<file path="src/rtl/flash_wel_pkg.sv">
package flash_wel_pkg;
  localparam int ADDR_W    = 24;
  localparam int BLK_SHIFT = 16;                  // 64 KB blocks
  localparam int BLK_W     = ADDR_W - BLK_SHIFT;
  localparam int PROT_W    = 4;

  localparam logic [7:0] OP_WRSR = 8'h01;
  localparam logic [7:0] OP_PGM  = 8'h02;
  localparam logic [7:0] OP_WDIS = 8'h04;
  localparam logic [7:0] OP_RDST = 8'h05;
  localparam logic [7:0] OP_WEN  = 8'h06;
  localparam logic [7:0] OP_SERA = 8'h20;
  localparam logic [7:0] OP_CER1 = 8'h60;
  localparam logic [7:0] OP_CER2 = 8'hC7;
  localparam logic [7:0] OP_BERA = 8'hD8;

  typedef struct packed {
    logic              wren;
    logic              wrdi;
    logic              wrsr;
    logic              pgm;
    logic              secErase;
    logic              blkErase;
    logic              chipErase;
    logic [7:0]        data;
    logic [ADDR_W-1:0] addr;
  } cmdStrobe_t;
endpackage

</file>
<file path="src/rtl/flash_cmd_ctrl.sv">
module flash_cmd_ctrl
  import flash_wel_pkg::*;
#(
  parameter int SYNC_STAGES = 2
) (
  input  logic       clk,
  input  logic       rstN,
  input  logic       csN,
  input  logic       sclk,
  input  logic       mosi,
  input  logic [7:0] statusByte,
  output cmdStrobe_t strb,
  output logic       miso
);
  localparam int CNT_W   = 6;
  localparam int FRAME_W = 32;

  logic [SYNC_STAGES:0]   sclkPipe;
  logic [SYNC_STAGES:0]   csPipe;
  logic [SYNC_STAGES-1:0] mosiPipe;

  always_ff @(posedge clk) begin
    if (!rstN) begin
      sclkPipe <= '0;
      csPipe   <= '1;
      mosiPipe <= '0;
    end else begin
      sclkPipe <= {sclkPipe[SYNC_STAGES-1:0], sclk};
      csPipe   <= {csPipe[SYNC_STAGES-1:0], csN};
      mosiPipe <= {mosiPipe[SYNC_STAGES-2:0], mosi};
    end
  end

  logic sclkS, sclkRise, sclkFall, csS, csRise, mosiS;
  assign sclkS    = sclkPipe[SYNC_STAGES-1];
  assign sclkRise = sclkS & ~sclkPipe[SYNC_STAGES];
  assign sclkFall = ~sclkS & sclkPipe[SYNC_STAGES];
  assign csS      = csPipe[SYNC_STAGES-1];
  assign csRise   = csS & ~csPipe[SYNC_STAGES];
  assign mosiS    = mosiPipe[SYNC_STAGES-1];

  logic [CNT_W-1:0]   bitCnt;
  logic [FRAME_W-1:0] shiftReg;
  logic [7:0]         opcode;
  logic [2:0]         outCnt;
  logic [7:0]         outShift;
  logic               misoR;
  logic               readActive;

  assign readActive = (bitCnt >= CNT_W'(8)) && (opcode == OP_RDST);

  always_ff @(posedge clk) begin
    if (!rstN) begin
      bitCnt   <= '0;
      shiftReg <= '0;
      opcode   <= '0;
      outCnt   <= '0;
      outShift <= '0;
      misoR    <= 1'b0;
    end else if (csS) begin
      bitCnt <= '0;
      outCnt <= '0;
      misoR  <= 1'b0;
    end else begin
      if (sclkRise) begin
        shiftReg <= {shiftReg[FRAME_W-2:0], mosiS};
        if (bitCnt != '1) bitCnt <= bitCnt + 1'b1;
        if (bitCnt == CNT_W'(7)) opcode <= {shiftReg[6:0], mosiS};
      end
      if (sclkFall && readActive) begin
        if (outCnt == 3'd0) begin
          misoR    <= statusByte[7];
          outShift <= {statusByte[6:0], 1'b0};
        end else begin
          misoR    <= outShift[7];
          outShift <= {outShift[6:0], 1'b0};
        end
        outCnt <= outCnt + 1'b1;
      end
    end
  end

  // Decode happens on the cycle chip select rises, using the frame's final count.
  always_ff @(posedge clk) begin
    if (!rstN) begin
      strb <= '0;
    end else begin
      strb <= '0;
      if (csRise) begin
        unique case (bitCnt)
          CNT_W'(8): begin
            strb.wren      <= (shiftReg[7:0] == OP_WEN);
            strb.wrdi      <= (shiftReg[7:0] == OP_WDIS);
            strb.chipErase <= (shiftReg[7:0] == OP_CER1) || (shiftReg[7:0] == OP_CER2);
          end
          CNT_W'(16): begin
            strb.wrsr <= (shiftReg[15:8] == OP_WRSR);
            strb.data <= shiftReg[7:0];
          end
          CNT_W'(32): begin
            strb.pgm      <= (shiftReg[31:24] == OP_PGM);
            strb.secErase <= (shiftReg[31:24] == OP_SERA);
            strb.blkErase <= (shiftReg[31:24] == OP_BERA);
            strb.addr     <= shiftReg[ADDR_W-1:0];
          end
          default: ;
        endcase
      end
    end
  end

  assign miso = misoR;
endmodule

</file>
<file path="src/rtl/flash_prot_check.sv">
module flash_prot_check
  import flash_wel_pkg::*;
(
  input  logic [PROT_W-1:0] protLevel,
  input  logic [BLK_W-1:0]  blockIdx,
  output logic              isProt
);
  localparam int NUM_BLK = 1 << BLK_W;

  int unsigned spanBlocks;

  always_comb begin
    if (protLevel == '0) spanBlocks = 0;
    else                 spanBlocks = 32'd1 << (protLevel - 1'b1);
    isProt = (protLevel != '0) &&
             ((32'(blockIdx) + spanBlocks) >= 32'(NUM_BLK));
  end
endmodule

</file>
<file path="src/rtl/flash_status_dp.sv">
module flash_status_dp
  import flash_wel_pkg::*;
#(
  parameter int unsigned T_SR = 500,
  parameter int unsigned T_PP = 700,
  parameter int unsigned T_SE = 900,
  parameter int unsigned T_BE = 1100,
  parameter int unsigned T_CE = 1300
) (
  input  logic       clk,
  input  logic       rstN,
  input  cmdStrobe_t strb,
  output logic [7:0] statusByte
);
  localparam int unsigned MAX_A = (T_SR > T_PP) ? T_SR : T_PP;
  localparam int unsigned MAX_B = (T_SE > T_BE) ? T_SE : T_BE;
  localparam int unsigned MAX_C = (MAX_A > MAX_B) ? MAX_A : MAX_B;
  localparam int unsigned T_MAX = (MAX_C > T_CE) ? MAX_C : T_CE;
  localparam int          TW    = $clog2(T_MAX + 1);

  logic              wip, wel;
  logic [PROT_W-1:0] protLevel;
  logic [TW-1:0]     timer;
  logic              isProt;
  logic              startOp;
  logic [TW-1:0]     loadVal;

  flash_prot_check uProt (
    .protLevel(protLevel),
    .blockIdx (strb.addr[ADDR_W-1:BLK_SHIFT]),
    .isProt   (isProt)
  );

  always_comb begin
    startOp = 1'b0;
    loadVal = '0;
    if (!wip && wel) begin
      if (strb.wrsr) begin
        startOp = 1'b1; loadVal = TW'(T_SR - 1);
      end else if (strb.pgm && !isProt) begin
        startOp = 1'b1; loadVal = TW'(T_PP - 1);
      end else if (strb.secErase && !isProt) begin
        startOp = 1'b1; loadVal = TW'(T_SE - 1);
      end else if (strb.blkErase && !isProt) begin
        startOp = 1'b1; loadVal = TW'(T_BE - 1);
      end else if (strb.chipErase && (protLevel == '0)) begin
        startOp = 1'b1; loadVal = TW'(T_CE - 1);
      end
    end
  end

  always_ff @(posedge clk) begin
    if (!rstN) begin
      wip       <= 1'b0;
      wel       <= 1'b0;
      protLevel <= '0;
      timer     <= '0;
    end else if (wip) begin
      if (timer == '0) begin
        wip <= 1'b0;
        wel <= 1'b0;
      end else begin
        timer <= timer - 1'b1;
      end
    end else begin
      if (strb.wren) wel <= 1'b1;
      if (strb.wrdi) wel <= 1'b0;
      if (strb.wrsr && wel) protLevel <= strb.data[5:2];
      if (startOp) begin
        wip   <= 1'b1;
        timer <= loadVal;
      end
    end
  end

  assign statusByte = {2'b00, protLevel, wel, wip};
endmodule

</file>
<file path="src/rtl/flash_wel_status.sv">
module flash_wel_status
  import flash_wel_pkg::*;
#(
  parameter int          SYNC_STAGES = 2,
  parameter int unsigned T_SR = 500,
  parameter int unsigned T_PP = 700,
  parameter int unsigned T_SE = 900,
  parameter int unsigned T_BE = 1100,
  parameter int unsigned T_CE = 1300
) (
  input  logic clk,
  input  logic rstN,
  input  logic csN,
  input  logic sclk,
  input  logic mosi,
  output logic miso
);
  cmdStrobe_t cmdStrb;
  logic [7:0] statusByte;

  flash_cmd_ctrl #(.SYNC_STAGES(SYNC_STAGES)) uCtrl (
    .clk       (clk),
    .rstN      (rstN),
    .csN       (csN),
    .sclk      (sclk),
    .mosi      (mosi),
    .statusByte(statusByte),
    .strb      (cmdStrb),
    .miso      (miso)
  );

  flash_status_dp #(
    .T_SR(T_SR), .T_PP(T_PP), .T_SE(T_SE), .T_BE(T_BE), .T_CE(T_CE)
  ) uDp (
    .clk       (clk),
    .rstN      (rstN),
    .strb      (cmdStrb),
    .statusByte(statusByte)
  );
endmodule

</file>
<file path="config.mk">
export PLATFORM = sky130hd
export DESIGN_NAME = flash_wel_status
export DESIGN_NICKNAME = d
export VERILOG_FILES = /design/src/rtl/flash_wel_pkg.sv /design/src/rtl/flash_cmd_ctrl.sv /design/src/rtl/flash_prot_check.sv /design/src/rtl/flash_status_dp.sv /design/src/rtl/flash_wel_status.sv
export SDC_FILE = /design/constraint.sdc
export NUM_CORES = 1
export LEC_CHECK = 0
export CAP_MARGIN = 20
export CORE_UTILIZATION = 58
export CTS_CLUSTER_DIAMETER = 40
export CTS_CLUSTER_SIZE = 12
export DETAILED_ROUTE_END_ITERATION = 10
export GPL_TIMING_DRIVEN = 0
export PLACE_DENSITY_LB_ADDON = 0.2
export SLEW_MARGIN = 20
export SYNTH_ARGS = -nofsm -noshare
export SYNTH_HDL_FRONTEND = slang
export SYNTH_SLANG_ARGS = --single-unit
</file>
<file path="constraint.sdc">
create_clock -name clk -period 3.5 [get_ports clk]
set_input_delay 1.05 -clock clk [delete_from_list [all_inputs] [get_ports clk]]
set_output_delay 1.05 -clock clk [all_outputs]
set_load 0.005 [all_outputs]
</file>
After elaboration in Yosys (flattened, before gate mapping)
Index checks and enable logic that the tools add are counted.
{"block": "word_totals", "ff_bits": 120, "inputBits": 5, "output_inout_bits": 1, "word_cells": 109}
{"block": "classes", "n_addsub": 5, "order_cmp": 2, "eq_ne": 16, "shifts": 1, "mux": 25, "bitwise": 9, "n_reduce_logical": 29}
{"cell": "two-way mux 11 bit", "count": 9}
{"cell": "adder 8 x 32 -> 32 bit", "count": 1}
{"cell": "greater-or-equal comparator 32 x 9 -> 1 bit (second input constant)", "count": 1}
{"cell": "two-way mux 32 bit", "count": 1}
{"cell": "<< shifter 1 x 4 -> 32 bit (first input constant)", "count": 1}
{"cell": "equality test 8 x 3 -> 1 bit (second input constant)", "count": 3}
{"cell": "equality test 8 bit (second input constant)", "count": 2}
{"cell": "two-way mux 1 bit", "count": 14}
{"cell": "AND reduction 2 bit", "count": 6}
{"cell": "AND reduction 3 bit", "count": 4}
{"cell": "logical NOT 11 bit", "count": 1}
{"cell": "subtractor 11 x 1 -> 11 bit (second input constant)", "count": 1}
{"cell": "logical AND 1 bit", "count": 9}
{"cell": "equality test 8 x 1 -> 1 bit (second input constant)", "count": 1}
{"cell": "equality test 8 x 2 -> 1 bit (second input constant)", "count": 1}
{"cell": "equality test 8 x 6 -> 1 bit (second input constant)", "count": 1}
{"cell": "equality test 8 x 7 -> 1 bit (second input constant)", "count": 1}
{"cell": "two-way mux 8 bit", "count": 1}
{"cell": "adder 6 x 1 -> 6 bit (second input constant)", "count": 1}
{"cell": "equality test 6 x 3 -> 1 bit (second input constant)", "count": 1}
{"cell": "equality test 6 x 4 -> 1 bit (second input constant)", "count": 1}
{"cell": "equality test 6 x 5 -> 1 bit (second input constant)", "count": 1}
{"cell": "equality test 6 bit (second input constant)", "count": 1}
{"cell": "greater-or-equal comparator 6 x 4 -> 1 bit (second input constant)", "count": 1}
{"cell": "other kinds (14)", "count": 23}

Logic depth before layout (Yosys ltp)
Gate-level depths: netlist of run 1.
{"block": "depth", "ltp_word": 15, "ltp_mapped": 12, "depth_no_buf": 11}

By module
A second synthesis of run 1 with hierarchy kept.
{"block": "hier_totals", "hier_cells": 590, "hier_area_um2": 5226.3}
{"module": "flash_cmd_ctrl", "instances": 1, "cells_per_inst": 401, "area_per_inst_um2": 3766.1, "seq_area_each_um2": 2082.0}
{"module": "flash_status_dp", "instances": 1, "cells_per_inst": 151, "area_per_inst_um2": 1147.4, "seq_area_each_um2": 340.3}
{"module": "flash_prot_check", "instances": 1, "cells_per_inst": 38, "area_per_inst_um2": 312.8, "seq_area_each_um2": 0.0}

Worst setup path before layout of run 1
OpenSTA, ideal clock, no wires.
{"block": "synth_path", "path_kind": "register to register", "startpoint": "register uDp.protLevel[1]", "endpoint": "register uDp.timer[3]", "setup_ns": 0.116, "arrival_time_ns": 2.379, "required_ns": 3.384, "path_slack_ns": 1.005, "stages_incl_launch_ff": 13, "path_buffers": 1, "period_less_slack_ns": 2.495, "cell_sequence": "dfxtp_1 -> buf_2 -> nand2b_1 -> nor3_1 -> ha_1 -> fa_1 -> a21oi_1 -> o21ai_1 -> nand4_1 -> mux2_2 -> o21ai_0 -> o21ai_0 -> a31o_1"}
{"block": "synth_via", "elab_chain_len": 15, "elab_cells_between_ends": 28, "classes_between": "add/sub (2); order compare (1); shift (1); mux (14); reduce/logical (10)"}
{"item": "from (decl)", "line_no": "flash_status_dp.sv:22", "text": "logic [PROT_W-1:0] protLevel;"}
{"item": "from (signal assigned)", "line_no": "flash_status_dp.sv:68", "text": "if (strb.wrsr && wel) protLevel <= strb.data[5:2];"}
{"item": "subtractor 4 x 1 -> 4 bit", "line_no": "flash_prot_check.sv:14", "text": "else spanBlocks = 32'd1 << (protLevel - 1'b1);"}
{"item": "<< shifter 1 x 4 -> 32 bit", "line_no": "flash_prot_check.sv:14"}
{"item": "two-way mux 32 bit", "line_no": "flash_prot_check.sv:13", "text": "if (protLevel == '0) spanBlocks = 0;"}
{"item": "adder 8 x 32 -> 32 bit", "line_no": "flash_prot_check.sv:16", "text": "((32'(blockIdx) + spanBlocks) >= 32'(NUM_BLK));"}
{"item": "greater-or-equal comparator 32 x 9 -> 1 bit", "line_no": "flash_prot_check.sv:16"}
{"item": "logical AND 1 bit", "line_no": "flash_prot_check.sv:15", "text": "isProt = (protLevel != '0) &&"}
{"item": "logical NOT 1 bit", "line_no": "flash_status_dp.sv:40, flash_status_dp.sv:42, flash_status_dp.sv:44"}
{"item": "logical AND 1 bit", "line_no": "flash_status_dp.sv:44", "text": "end else if (strb.blkErase && !isProt) begin"}
{"item": "two-way mux 11 bit / two-way mux 1 bit (equally long branches)", "line_no": "flash_status_dp.sv:44"}
{"item": "two-way mux 11 bit / two-way mux 1 bit (equally long branches)", "line_no": "flash_status_dp.sv:42", "text": "end else if (strb.secErase && !isProt) begin"}
{"item": "two-way mux 11 bit / two-way mux 1 bit (equally long branches)", "line_no": "flash_status_dp.sv:40", "text": "end else if (strb.pgm && !isProt) begin"}
{"item": "two-way mux 11 bit / two-way mux 1 bit (equally long branches)", "line_no": "flash_status_dp.sv:38", "text": "if (strb.wrsr) begin"}
{"item": "two-way mux 11 bit / two-way mux 1 bit (equally long branches)", "line_no": "flash_status_dp.sv:37", "text": "if (!wip && wel) begin"}
{"item": "two-way mux 11 bit / nonzero test 2 bit (equally long branches)"}
{"item": "two-way mux 11 bit / AND reduction 2 bit (equally long branches)"}
{"item": "to (signal assigned)", "line_no": "flash_status_dp.sv:63", "text": "timer <= timer - 1'b1;"}
{"item": "to (signal assigned)", "line_no": "flash_status_dp.sv:71", "text": "timer <= loadVal;"}
{"item": "to (decl)", "line_no": "flash_status_dp.sv:23", "text": "logic [TW-1:0] timer;"}
Several ways; a longest one is shown, not always the timed one. The select of a mux whose other input is x is not followed.
A chain may end at the register's enable or synchronous reset.

Worst setup path in the final report of run 1
{"block": "layout_path", "startpoint": "input port rstN", "endpoint": "register, netlist name uCtrl.strb[35]"}
{"block": "layout_via", "elab_chain_len": 1}
{"item": "from (decl)", "line_no": "flash_wel_status.sv:12", "text": "input logic rstN,"}
{"item": "AND reduction 3 bit (no line)"}
Every way passes these cells.

==> results of run 1 <==
[state kept, by name, summed over array words and instances (netlist names)]
signal	cells
uDp.protLevel	4
uDp.wel	1
uCtrl.shiftReg	32
uDp.wip	1
uCtrl.csPipe	3
uCtrl.outCnt	3
uCtrl.strb	19
uDp.timer	11
uCtrl.outShift	7
uCtrl.miso	1
uCtrl.mosiPipe	2
uCtrl.opcode	8
uCtrl.sclkPipe	3
uCtrl.bitCnt	6
[cell type report]
cell class                      count  area share, %
Multi-Input combinational cell    371           46.1
Buffer                             26           2.38
Timing Repair Buffer                5           1.04
Clock buffer                       11           2.74
Inverter                           15           1.18
Sequential cell                   101           42.2
Clock inverter                      5           1.72
Tap cell                           99           2.59
[cell families after synthesis]
| kind of cell | Yosys count | share of synthesized area, % |
|---|---|---|
| flops | 101 | 45.9 |
| simple gates | 234 | 27.2 |
| fa+ha+maj | 14 | 4.15 |
| mux | 16 | 3.75 |
| buf+inv | 41 | 3.86 |
| compound gates | 100 | 13.8 |
| xor+xnor | 7 | 1.39 |
[per-layer routing]
| layer | track usage, % | vias up |
|---|---|---|
| met2 | 39.1 | 79 |
| met3 | 3.51 | 15 |
| met5 | 0 | - |
| met4 | 10.5 | 0 |
| li1 | - | 1804 |
| met1 | 32.6 | 1657 |
[stage by stage]
stage,instances,hold slack (ns),setup WS [ns],power (µW)
floorplan,513,0.386,1.01,1200
global placement,617,0.388,0.0952,1210
detailed placement,617,0.393,0.0980,1210
CTS,633,0.415,0.456,1990
global route,633,0.453,0.263,2050
finish,633,0.417,0.531,1990
[worst max-delay path by stage]
stage                                        startpoint                   endpoint  slack [ns]  cells after the start
after floorplan           uDp.protLevel[1]$_SDFFE_PN0P_  uDp.timer[3]$_SDFFE_PN0P_        1.01                     12
after global placement                             rstN  uCtrl.strb[35]$_SDFF_PN0_         0.1                      7
after detailed placement                           rstN  uCtrl.strb[33]$_SDFF_PN0_         0.1                      7
after CTS                                          rstN  uCtrl.strb[33]$_SDFF_PN0_        0.46                      7
after global routing                               rstN  uCtrl.strb[35]$_SDFF_PN0_        0.26                      7
final                                              rstN  uCtrl.strb[35]$_SDFF_PN0_        0.53                      7
[where the power goes]
group	switching [µW]	total (µW)	internal (µW)
registers	2.44	1150	1150
logic	22.6	32.3	9.66
clock network	394	800	406
[critical path: stages]
cell and delay (ns):
clkdlybuf4s50_1 0.63, inv_2 0.14, nor4_1 0.48, and3_1 0.26, clkbuf_1 0.29, nand2_1 0.14
nor4bb_1 0.25
[cells in the final DEF, fill, tap and decap left out, drive strengths merged, types with 6 or more instances in the layout]
| cell | instances |
|---|---|
| clkbuf | 30 |
| nor4 | 8 |
| nand4 | 6 |
| nor3 | 14 |
| nand3 | 11 |
| inv | 16 |
| buf | 7 |
| a211oi | 7 |
| nand2b | 7 |
| a21oi | 58 |
| and2 | 17 |
| nor2 | 50 |
| ha | 13 |
| mux2i | 15 |
| o21ai | 16 |
| nand2 | 89 |
| dfxtp | 101 |
==> metrics.md, run 1 <==
| Metric | Value |
|---|---|
| Starting density of the core | 60.4% |
| Filler cells | 631 |
| Post-placement cell area | 4580 µm² |
| Clock Path Buffers | 2 |
| Final worst-path cycle share | 84.8% |
| Cts hold-fix bufs | 0 |
| Top Ports | 6 |
| Multi-input gate area | 2210 µm² |
| Post-layout nets | 548 |
| Via count | 3,555 |
| Core area | 7290 µm² |
| Mapped Cells | 513 |
| Avg Cell Area, Syn | 8.58 µm² |
| DRC violations left | 0 |
| TNS Setup | 0 ns |
| Minimum clock period | 2.97 ns |
| Sink of the worst hold path | uCtrl.csPipe[1]$_SDFF_PN1_ |
| CTS HTree Levels | 3 |
| Share of flip-flops with an asynchronous set or reset | 0% |
| RSZ-0062 raised after global routing | no |
| Worst Tran Pin Value | 0.571 ns |
| N_diodes | 0 |
| Leak | 0.00169 µW |
| Final Hold Viols | 0 |
| Number of synthesized flops with an enable pin | 0 |
| Setup violations, final | 0 |
| Routed met1 length | 4350 µm |
| Clock Pin Slew Worst Setup and Hold Paths | 0.10 ns |
| Unique masters post-synth | 61 |
| Overall die height | 89.1 µm |
| P per Cell Area | 415 nW/µm² |
| Via density | 5.62 |
| Grt ovf | 0 |
| Hold Path Depth | 1 |
| Metal2 WL | 4030 µm |
| Reg area | 2020 µm² |
| Worst Hold Class | register to register |
| Status | finished, final reports clean |
| Layout area overhead | 8.81% |
| Max Fclk | 337 MHz |
| Total global-route track usage | 24.3% |
| Fin area | 4790 µm² |
| Startpoint Class | input pin |
| FF-to-FF setup slack | 0.67 ns |
| Top post-synthesis cells by area | dfxtp_1 (46%), nand2_1 (7.6%), a21oi_1 (6.4%) |
| Final core utilization | 65.7% |
| Clock skew | 0.0113 ns |
| #FFs+latches synth | 101 |
| Routed WL | 8960 µm |
| Vias in the first global route | 3,193 |
| Global-route wire length before repair | 14,800 µm |
| Die Wd | 89.1 µm |
| TritonCTS clock tree | done |
| Req. time, crit path | 3.78 ns |
| Sequential-to-total area share from yosys stat | 45.9% |
| Clk sink count | 101 |
| Max-slew headroom | 61.9% |
| Drt wl/cell | 14.2 µm |
| Max Used Layer | met4 |
| Die area | 7940 µm² |
| Count leader, synth | dfxtp_1 |
| HP Start | uCtrl.csPipe[0]$_SDFF_PN1_ |
| Max-cap viol count | 0 |
| Post-cts sizing count | 0 |
| Post-synthesis net count | 532 |
| Top_reg_cell synth | dfxtp_1 |
| Arr. time, crit path | 3.25 ns |
| Setup crit end kind | register |
| TritonCTS Buffers | 9 |
| Routed Antenna Nets | 0 |
| Layout cells sized above 1 | 7.49% |
| Critical path class | input pin to register |
| Antenna violations before repair | 0 |
| Buffers on Ports | 5 |
| GPL Wtd Cong | 0.928 |
| Skew-Pair Late Insertion Delay | 0.36 ns |
| Post-CTS Setup Bufs | 0 |
| Reg2reg start | uDp.protLevel[1]$_SDFFE_PN0P_ |
| Max VDD drop | 0.000278 V |
| R2r endpoint | uDp.timer[8]$_SDFFE_PN0P_ |
| Initial DRC Count | 266 |
| Met3 wire len | 394 µm |
| Worst-path maximum fanout | 9 |
| Post-DP HPWL | 6350 µm |
| Post-synth top cells | dfxtp_1 (101), nand2_1 (89), a21oi_1 (56) |
| Largest net degree at the start of global routing | 17 |
| Synth warn | 0 |
| Share of the synthesized area in the top cell type | 45.9% |
| Mapped Area | 4400 µm² |
| R2R cell count | 12 |
| Rows | 31 |
| Final Max Tran Viols | 0 |
| TritonRoute pass-1 iters | 5 |
| Largest area contributor in the netlist | dfxtp_1 |
| Clock root buffer | clkbuf_8 |
No activity file was read; power rests on OpenSTA's default activity.
==> run 2, diff against run 1 <==
Clock period 3.5 ns to 2.8 ns, I/O delays scaled along.
==> run 2 against run 1 <==
Compared with the run above: sequential share of layout area decreased by 0.93 points; via count increased by 1.2%; critical path depth increased by 4; design area increased by 2.2%; non-clock buffer count increased by 3; routed wire length increased by 2.4%; flip-flop and latch count unchanged; register-to-register slack got worse by 0.50 ns; power increased by 25%; global-route usage unchanged; first-iteration DRC count increased by 22%; largest power group unchanged.
==> metrics.md, run 2 (synthesis gave the netlist of run 1 again) <==
| Metric | Value |
|---|---|
| Via count | 3,599 (+1.2%) |
| Largest register by flop count | uCtrl.shiftReg |
| Top Registers | uCtrl.shiftReg: 32 flops, uCtrl.strb: 19 flops, uDp.timer: 11 flops |
| Met3 wire len | 409 µm (+3.8%) |
| Vias in the first global route | 3,196 (+0.094%) |
| Req. time, crit path | 3.08 ns (-0.70 ns) |
| Die area | 7940 µm² (unchanged) |
| Status | finished, final reports clean |
| RSZ-0062 raised after global routing | no |
| Drt wl/cell | 14.4 µm (+2.0%) |
| Skew-Pair Late Insertion Delay | 0.36 ns (about the same) |
| Arr. time, crit path | 2.91 ns (-0.34 ns) |
| Routed WL | 9180 µm (+2.4%) |
| Worst Tran Pin Value | 0.559 ns (-0.0125 ns) |
| Metal2 WL | 4230 µm (+5.0%) |
| Buffers on Ports | 5 (unchanged) |
| Overall die height | 89.1 µm (unchanged) |
| Max-cap viol count | 0 (unchanged) |
| Clk sink count | 101 (unchanged) |
| Max Used Layer | met4 |
| Max-slew headroom | 62.7% (+0.83 points) |
| Setup violations, final | 0 (unchanged) |
| Via density | 5.66 (+0.76%) |
| Max Fclk | 381 MHz |
| Final worst setup slack | 0.173 ns (-0.358 ns) |
| Commonest non-fill, non-tap cell in the layout | dfxtp_1 |
| Critical path class | register to register |
| Minimum clock period | 2.63 ns |
| Startpoint Class | register |
| DRC violations left | 0 (unchanged) |
| Top Ports | 6 (unchanged) |
| Routed met1 length | 4380 µm (+0.87%) |
| Max VDD drop | 0.000348 V (+25%) |
| Largest net degree at the start of global routing | 17 (unchanged) |
| Clock Path Buffers | 2 (unchanged) |
| N_diodes | 0 (unchanged) |
| Hold_ws | 0.415 ns (-0.00121 ns) |
| Initial DRC Count | 325 (+22%) |
| Final worst-path cycle share | 93.8% |
| Antenna violations before repair | 0 (unchanged) |
| Worst-path maximum fanout | 10 (+1) |
| Hold Path Depth | 1 (unchanged) |
| P per Cell Area | 507 nW/µm² (+22%) |
| TritonCTS Buffers | 9 (unchanged) |
| Fin area | 4900 µm² (+2.2%) |
| TNS Setup | 0 ns (unchanged) |
| Clock root buffer | clkbuf_8 |
| Rows | 31 (unchanged) |
| Final Max Tran Viols | 0 (unchanged) |
| Setup crit end kind | register |
| Final Hold Viols | 0 (unchanged) |
| CTS HTree Levels | 3 (unchanged) |
| Starting density of the core | 60.4% (unchanged) |
| Pre-CTS setup slack | -0.392 ns (-0.490 ns) |
| Largest register FFs | 32 (unchanged) |
| TritonCTS clock tree | done |
| GPL Wtd Cong | 0.928 (unchanged) |
| Core area | 7290 µm² (unchanged) |
| Layout area overhead | 11.3% |
| Die Wd | 89.1 µm (unchanged) |
| Global-route wire length before repair | 14,800 µm (about the same) |
| R2R cell count | 11 (-1) |
| Layout cells sized above 1 | 9.50% (+2.0 points) |
| Routed Antenna Nets | 0 (unchanged) |
| Worst Hold Class | register to register |
| Clock Pin Slew Worst Setup and Hold Paths | 0.09 ns (about the same) |
| TritonRoute pass-1 iters | 6 (+1) |
| Total global-route track usage | 24.3% (unchanged) |
| Grt ovf | 0 (unchanged) |
| Post-placement cell area | 4580 µm² (unchanged) |
| Post-DP HPWL | 6350 µm (unchanged) |
| FF-to-FF setup slack | 0.17 ns (-0.50 ns) |
| Most frequent cells in the layout | dfxtp_1 (101), nand2_1 (88), a21oi_1 (54), nor2_1 (48), clkbuf_1 (20) |
| Leak | 0.00173 µW (+2.4%) |
| Post-layout nets | 551 (+0.55%) |
| Clock skew | 0.0112 ns (-0.000176 ns) |
## run 2: cell types whose count changed in the layout (fill, tap and decap cells not counted), moves of 2 or more
cell	delta
buf_4	+4
a21oi_1	-2
a21oi_2	+2
buf_2	-2
nand2b_1	-2
nand2b_4	+2
## run 2: stage by stage
stage	instances	utilization, %	power, µW
floorplan	513	-	1500
global placement	617	62.8	1520
detailed placement	617	62.8	1520
CTS	633	66.0	2490
global route	636	67.2	2570
finish	636	67.2	2480
## run 2: path summary, 6_finish.rpt
check	start	to
setup / recovery	uDp.protLevel[3]$_SDFFE_PN0P_	uDp.timer[5]$_SDFFE_PN0P_
hold / removal	uCtrl.csPipe[0]$_SDFF_PN1_	uCtrl.csPipe[1]$_SDFF_PN1_
setup reg to reg	uDp.protLevel[3]$_SDFFE_PN0P_	uDp.timer[5]$_SDFFE_PN0P_
hold reg to reg	uCtrl.csPipe[0]$_SDFF_PN1_	uCtrl.csPipe[1]$_SDFF_PN1_
## run 2: critical path, cell delays in order, from the launching register on
cell and delay [ns]:
dfxtp_1 0.31, clkbuf_4 0.20, nor3_1 0.07, ha_1 0.20, fa_1 0.37, a21oi_1 0.14, o21ai_1 0.07, nand4_1 0.18
mux2i_4 0.43, o22ai_4 0.16, buf_4 0.16, a221oi_2 0.24
## run 2: timing repair
action	CTS	global route
pin swaps	0	6
setup endpoints to repair	4	12
gates cloned	0	0
hold buffers	0	0
setup buffers	0	4
gates resized for setup	4	13
## run 2: per-layer routing
layer  global-route usage (%)  vias up
met5                        0        -
met4                     10.5        0
met3                     3.51       15
met2                     39.1       78
met1                     32.6     1690
li1                         -     1816
## run 2: area by class of cell
cell class                 count  area [µm²]
tap                           99         124
multi-input combinational    371        2280
fill                         615        2390
inverter                      15        56.3
buffer                        25         119
clock inverter                 5        82.6
sequential                   101        2020
timing repair buffer           9        80.1
clock buffer                  11         131
## run 2: where the power goes
group | switching, µW | internal (µW) | leakage (µW)
sequential | 3.21 | 1440 | 0.000815
clock | 491 | 508 | 0.000108
combinational | 28.4 | 12.2 | 0.000805
total | 523 | 1960 | 0.00173
==> run 3, diff against run 2 <==
Settings changed: CORE_UTILIZATION 58 to 55.
==> run 3 against run 2 <==
Compared with the run above: hold slack better by 0.0062 ns; flip-flop and latch count stayed put; final cell count is 0.31% higher; routed wire length is 2.2% lower; maximum frequency is 1.7% lower; clock power is 7.9% lower; setup slack worse by 0.047 ns; combinational power is 1% higher; largest cell class unchanged; highest routed layer unchanged.
==> metrics.md, run 3 (synthesis gave the netlist of run 1 again) <==
| Metric | Value |
|---|---|
| Status | finished, final reports clean |
| Setup violations, final | 0 (unchanged) |
| CTS HTree Levels | 3 (unchanged) |
| Buffers on Ports | 5 (unchanged) |
| Internal power | 1890 µW (-3.6%) |
| Largest net degree at the start of global routing | 17 (unchanged) |
| DRC violations left | 0 (unchanged) |
| Clock Pin Slew Worst Setup and Hold Paths | 0.10 ns (about the same) |
| Grt ovf | 0 (unchanged) |
| Seq pwr share | 60.0% (+1.9 points) |
| NetSw | 515 µW (-1.5%) |
| Final worst-path cycle share | 95.5% (+1.7 points) |
| Dpl cells | 620 (+0.49%) |
| Max-cap viol count | 0 (unchanged) |
| Max VDD drop | 0.000401 V (+15%) |
| Power share of the combinational group | 1.7% (about the same) |
| TritonRoute pass-1 iters | 5 (-1) |
| Via density | 5.62 (-0.73%) |
| Core area | 7730 µm² (+6.0%) |
| Rows | 32 (+3.2%) |
| Worst Hold Class | register to register |
| Routed WL | 8980 µm (-2.2%) |
| Layout cells sized above 1 | 10.4% (+0.95 points) |
| Minimum clock period | 2.67 ns (+0.0465 ns) |
| Arr. time, crit path | 2.96 ns (+0.05 ns) |
| Max Fclk | 374 MHz (-1.7%) |
| Starting density of the core | 57.0% (-3.4 points) |
| Filler cells | 654 (+6.3%) |
| Cts hold-fix bufs | 0 (unchanged) |
| Die area | 8370 µm² (+5.3%) |
| Final core utilization | 63.4% (-3.8 points) |
| Skew-Pair Late Insertion Delay | 0.36 ns (about the same) |
| Top Ports | 6 (unchanged) |
| Switching Share | 21.4% (+0.37 points) |
| Post-layout nets | 550 (-0.18%) |
| Worst Tran Pin Value | 0.579 ns (+0.0206 ns) |
| Worst-path maximum fanout | 9 (-1) |
| Leak | 0.00171 µW (-1.3%) |
| GPL Wtd Cong | 0.839 (-9.5%) |
| Largest register by flop count | uCtrl.shiftReg |
| Setup crit end kind | register |
| Req. time, crit path | 3.08 ns (about the same) |
| Global-route wire length before repair | 15,700 µm (+6.2%) |
| Die Wd | 91.5 µm (+2.6%) |
| Layout area overhead | 11.2% (about the same) |
| Via count | 3,584 (-0.42%) |
| Pre-CTS setup slack | -0.528 ns (-0.136 ns) |
| Post-placement cell area | 4580 µm² (about the same) |
| Post-DP HPWL | 6450 µm (+1.7%) |
| Top Registers | uCtrl.shiftReg: 32 flops, uCtrl.strb: 19 flops, uDp.timer: 11 flops |
| Overall die height | 91.5 µm (+2.6%) |
| Routed Antenna Nets | 0 (unchanged) |
| N_diodes | 0 (unchanged) |
| Clock skew | 0.0125 ns (+0.00138 ns) |
| Largest register FFs | 32 (unchanged) |
| Vias in the first global route | 3,493 (+9.3%) |
| Startpoint Class | register |
| Fin cells | 638 (+0.31%) |
| Final Hold Viols | 0 (unchanged) |
| P per Cell Area | 491 nW/µm² (-3.1%) |
| TritonCTS clock tree | done |
| Final worst setup slack | 0.127 ns (-0.0465 ns) |
| Most frequent cells in the layout | dfxtp_1 (101), nand2_1 (89), a21oi_1 (53), nor2_1 (47), clkbuf_1 (18) |
| Clock root buffer | clkbuf_8 |
| Clk sink count | 101 (unchanged) |
| Antenna violations before repair | 0 (unchanged) |
| Drt wl/cell | 14.1 µm (-2.5%) |
| Fin area | 4900 µm² (about the same) |
| Commonest non-fill, non-tap cell in the layout | dfxtp_1 |
| Total global-route track usage | 23.4% (-0.86 points) |
| Critical path class | register to register |
| Clock Path Buffers | 2 (unchanged) |
| TritonCTS Buffers | 9 (unchanged) |
| Initial DRC Count | 206 (-37%) |
| Clock Power Share | 38.3% (-1.9 points) |
| Max-slew headroom | 61.4% (-1.4 points) |
| Final Max Tran Viols | 0 (unchanged) |
[run 3: what timing repair did]
| item | in CTS | in global routing |
|---|---|---|
| cloned | 0 | 0 |
| setup endpoints to repair | 5 | 11 |
| buffers inserted | 0 | 2 |
| gates resized for setup | 4 | 18 |
| pin swaps | 1 | 2 |
[run 3: per-stage QoR]
step                      hold WS [ns]  total power (µW)  setup TNS (ns)
after floorplan                  0.386              1500               0
after global placement           0.389              1520           -1.61
after detailed placement         0.402              1520           -2.21
after CTS                        0.423              2420       -0.000247
after global routing             0.452              2490         -0.0447
final                            0.422              2400               0
[run 3: power by group through the flow]
stage          Combinational [µW]  Clock (µW)  Sequential (µW)
4_1_cts                      40.6         938             1440
3_5_place_dp                 40.2           0             1480
3_3_place_gp                 39.2           0             1480
5_1_grt                      45.4         999             1440
6_report                     41.1         920             1440
2_1_floorplan                23.2           0             1480
[run 3: final timing paths]
check	from	to	slack [ns]	cells after the start
worst max-delay path	uDp.protLevel[1]$_SDFFE_PN0P_	uDp.timer[8]$_SDFFE_PN0P_	0.13	12
worst min register to register	uCtrl.csPipe[0]$_SDFF_PN1_	uCtrl.csPipe[1]$_SDFF_PN1_	0.42	1
worst min-delay path	uCtrl.csPipe[0]$_SDFF_PN1_	uCtrl.csPipe[1]$_SDFF_PN1_	0.42	1
worst max register to register	uDp.protLevel[1]$_SDFFE_PN0P_	uDp.timer[8]$_SDFFE_PN0P_	0.13	12
[run 3: final cells by class]
| class | count | area [µm²] | area share, % |
|---|---|---|---|
| inverters | 15 | 56.3 | 1.15 |
| clock buffers | 10 | 138 | 2.81 |
| multi-input cells | 371 | 2300 | 47.0 |
| clock inverters | 6 | 61.3 | 1.25 |
| plain buffers | 26 | 124 | 2.53 |
| repair buffers | 7 | 65.1 | 1.33 |
| flip-flops and latches | 101 | 2020 | 41.3 |
| well taps | 102 | 128 | 2.61 |
[run 3: critical path, cell delays in order (launching register included)]
cell      delay (ns)
dfxtp_1         0.33
buf_6           0.12
nand2b_4        0.13
nor3_1          0.04
ha_1            0.21
fa_2            0.35
a21oi_2         0.12
o21ai_1         0.07
nand4_1         0.21
mux2i_4         0.44
o22ai_4         0.18
or2_1           0.25
a31oi_1         0.15
[run 3: routing by layer]
layer / vias up / global-route usage [%] / wire [µm]
met3: 22 / 3.27 / 288
met4: 0 / 10.7 / 202
met5: - / 0 / 0
li1: 1803 / - / -
met1: 1683 / 31.2 / 4240
met2: 76 / 37.5 / 4250
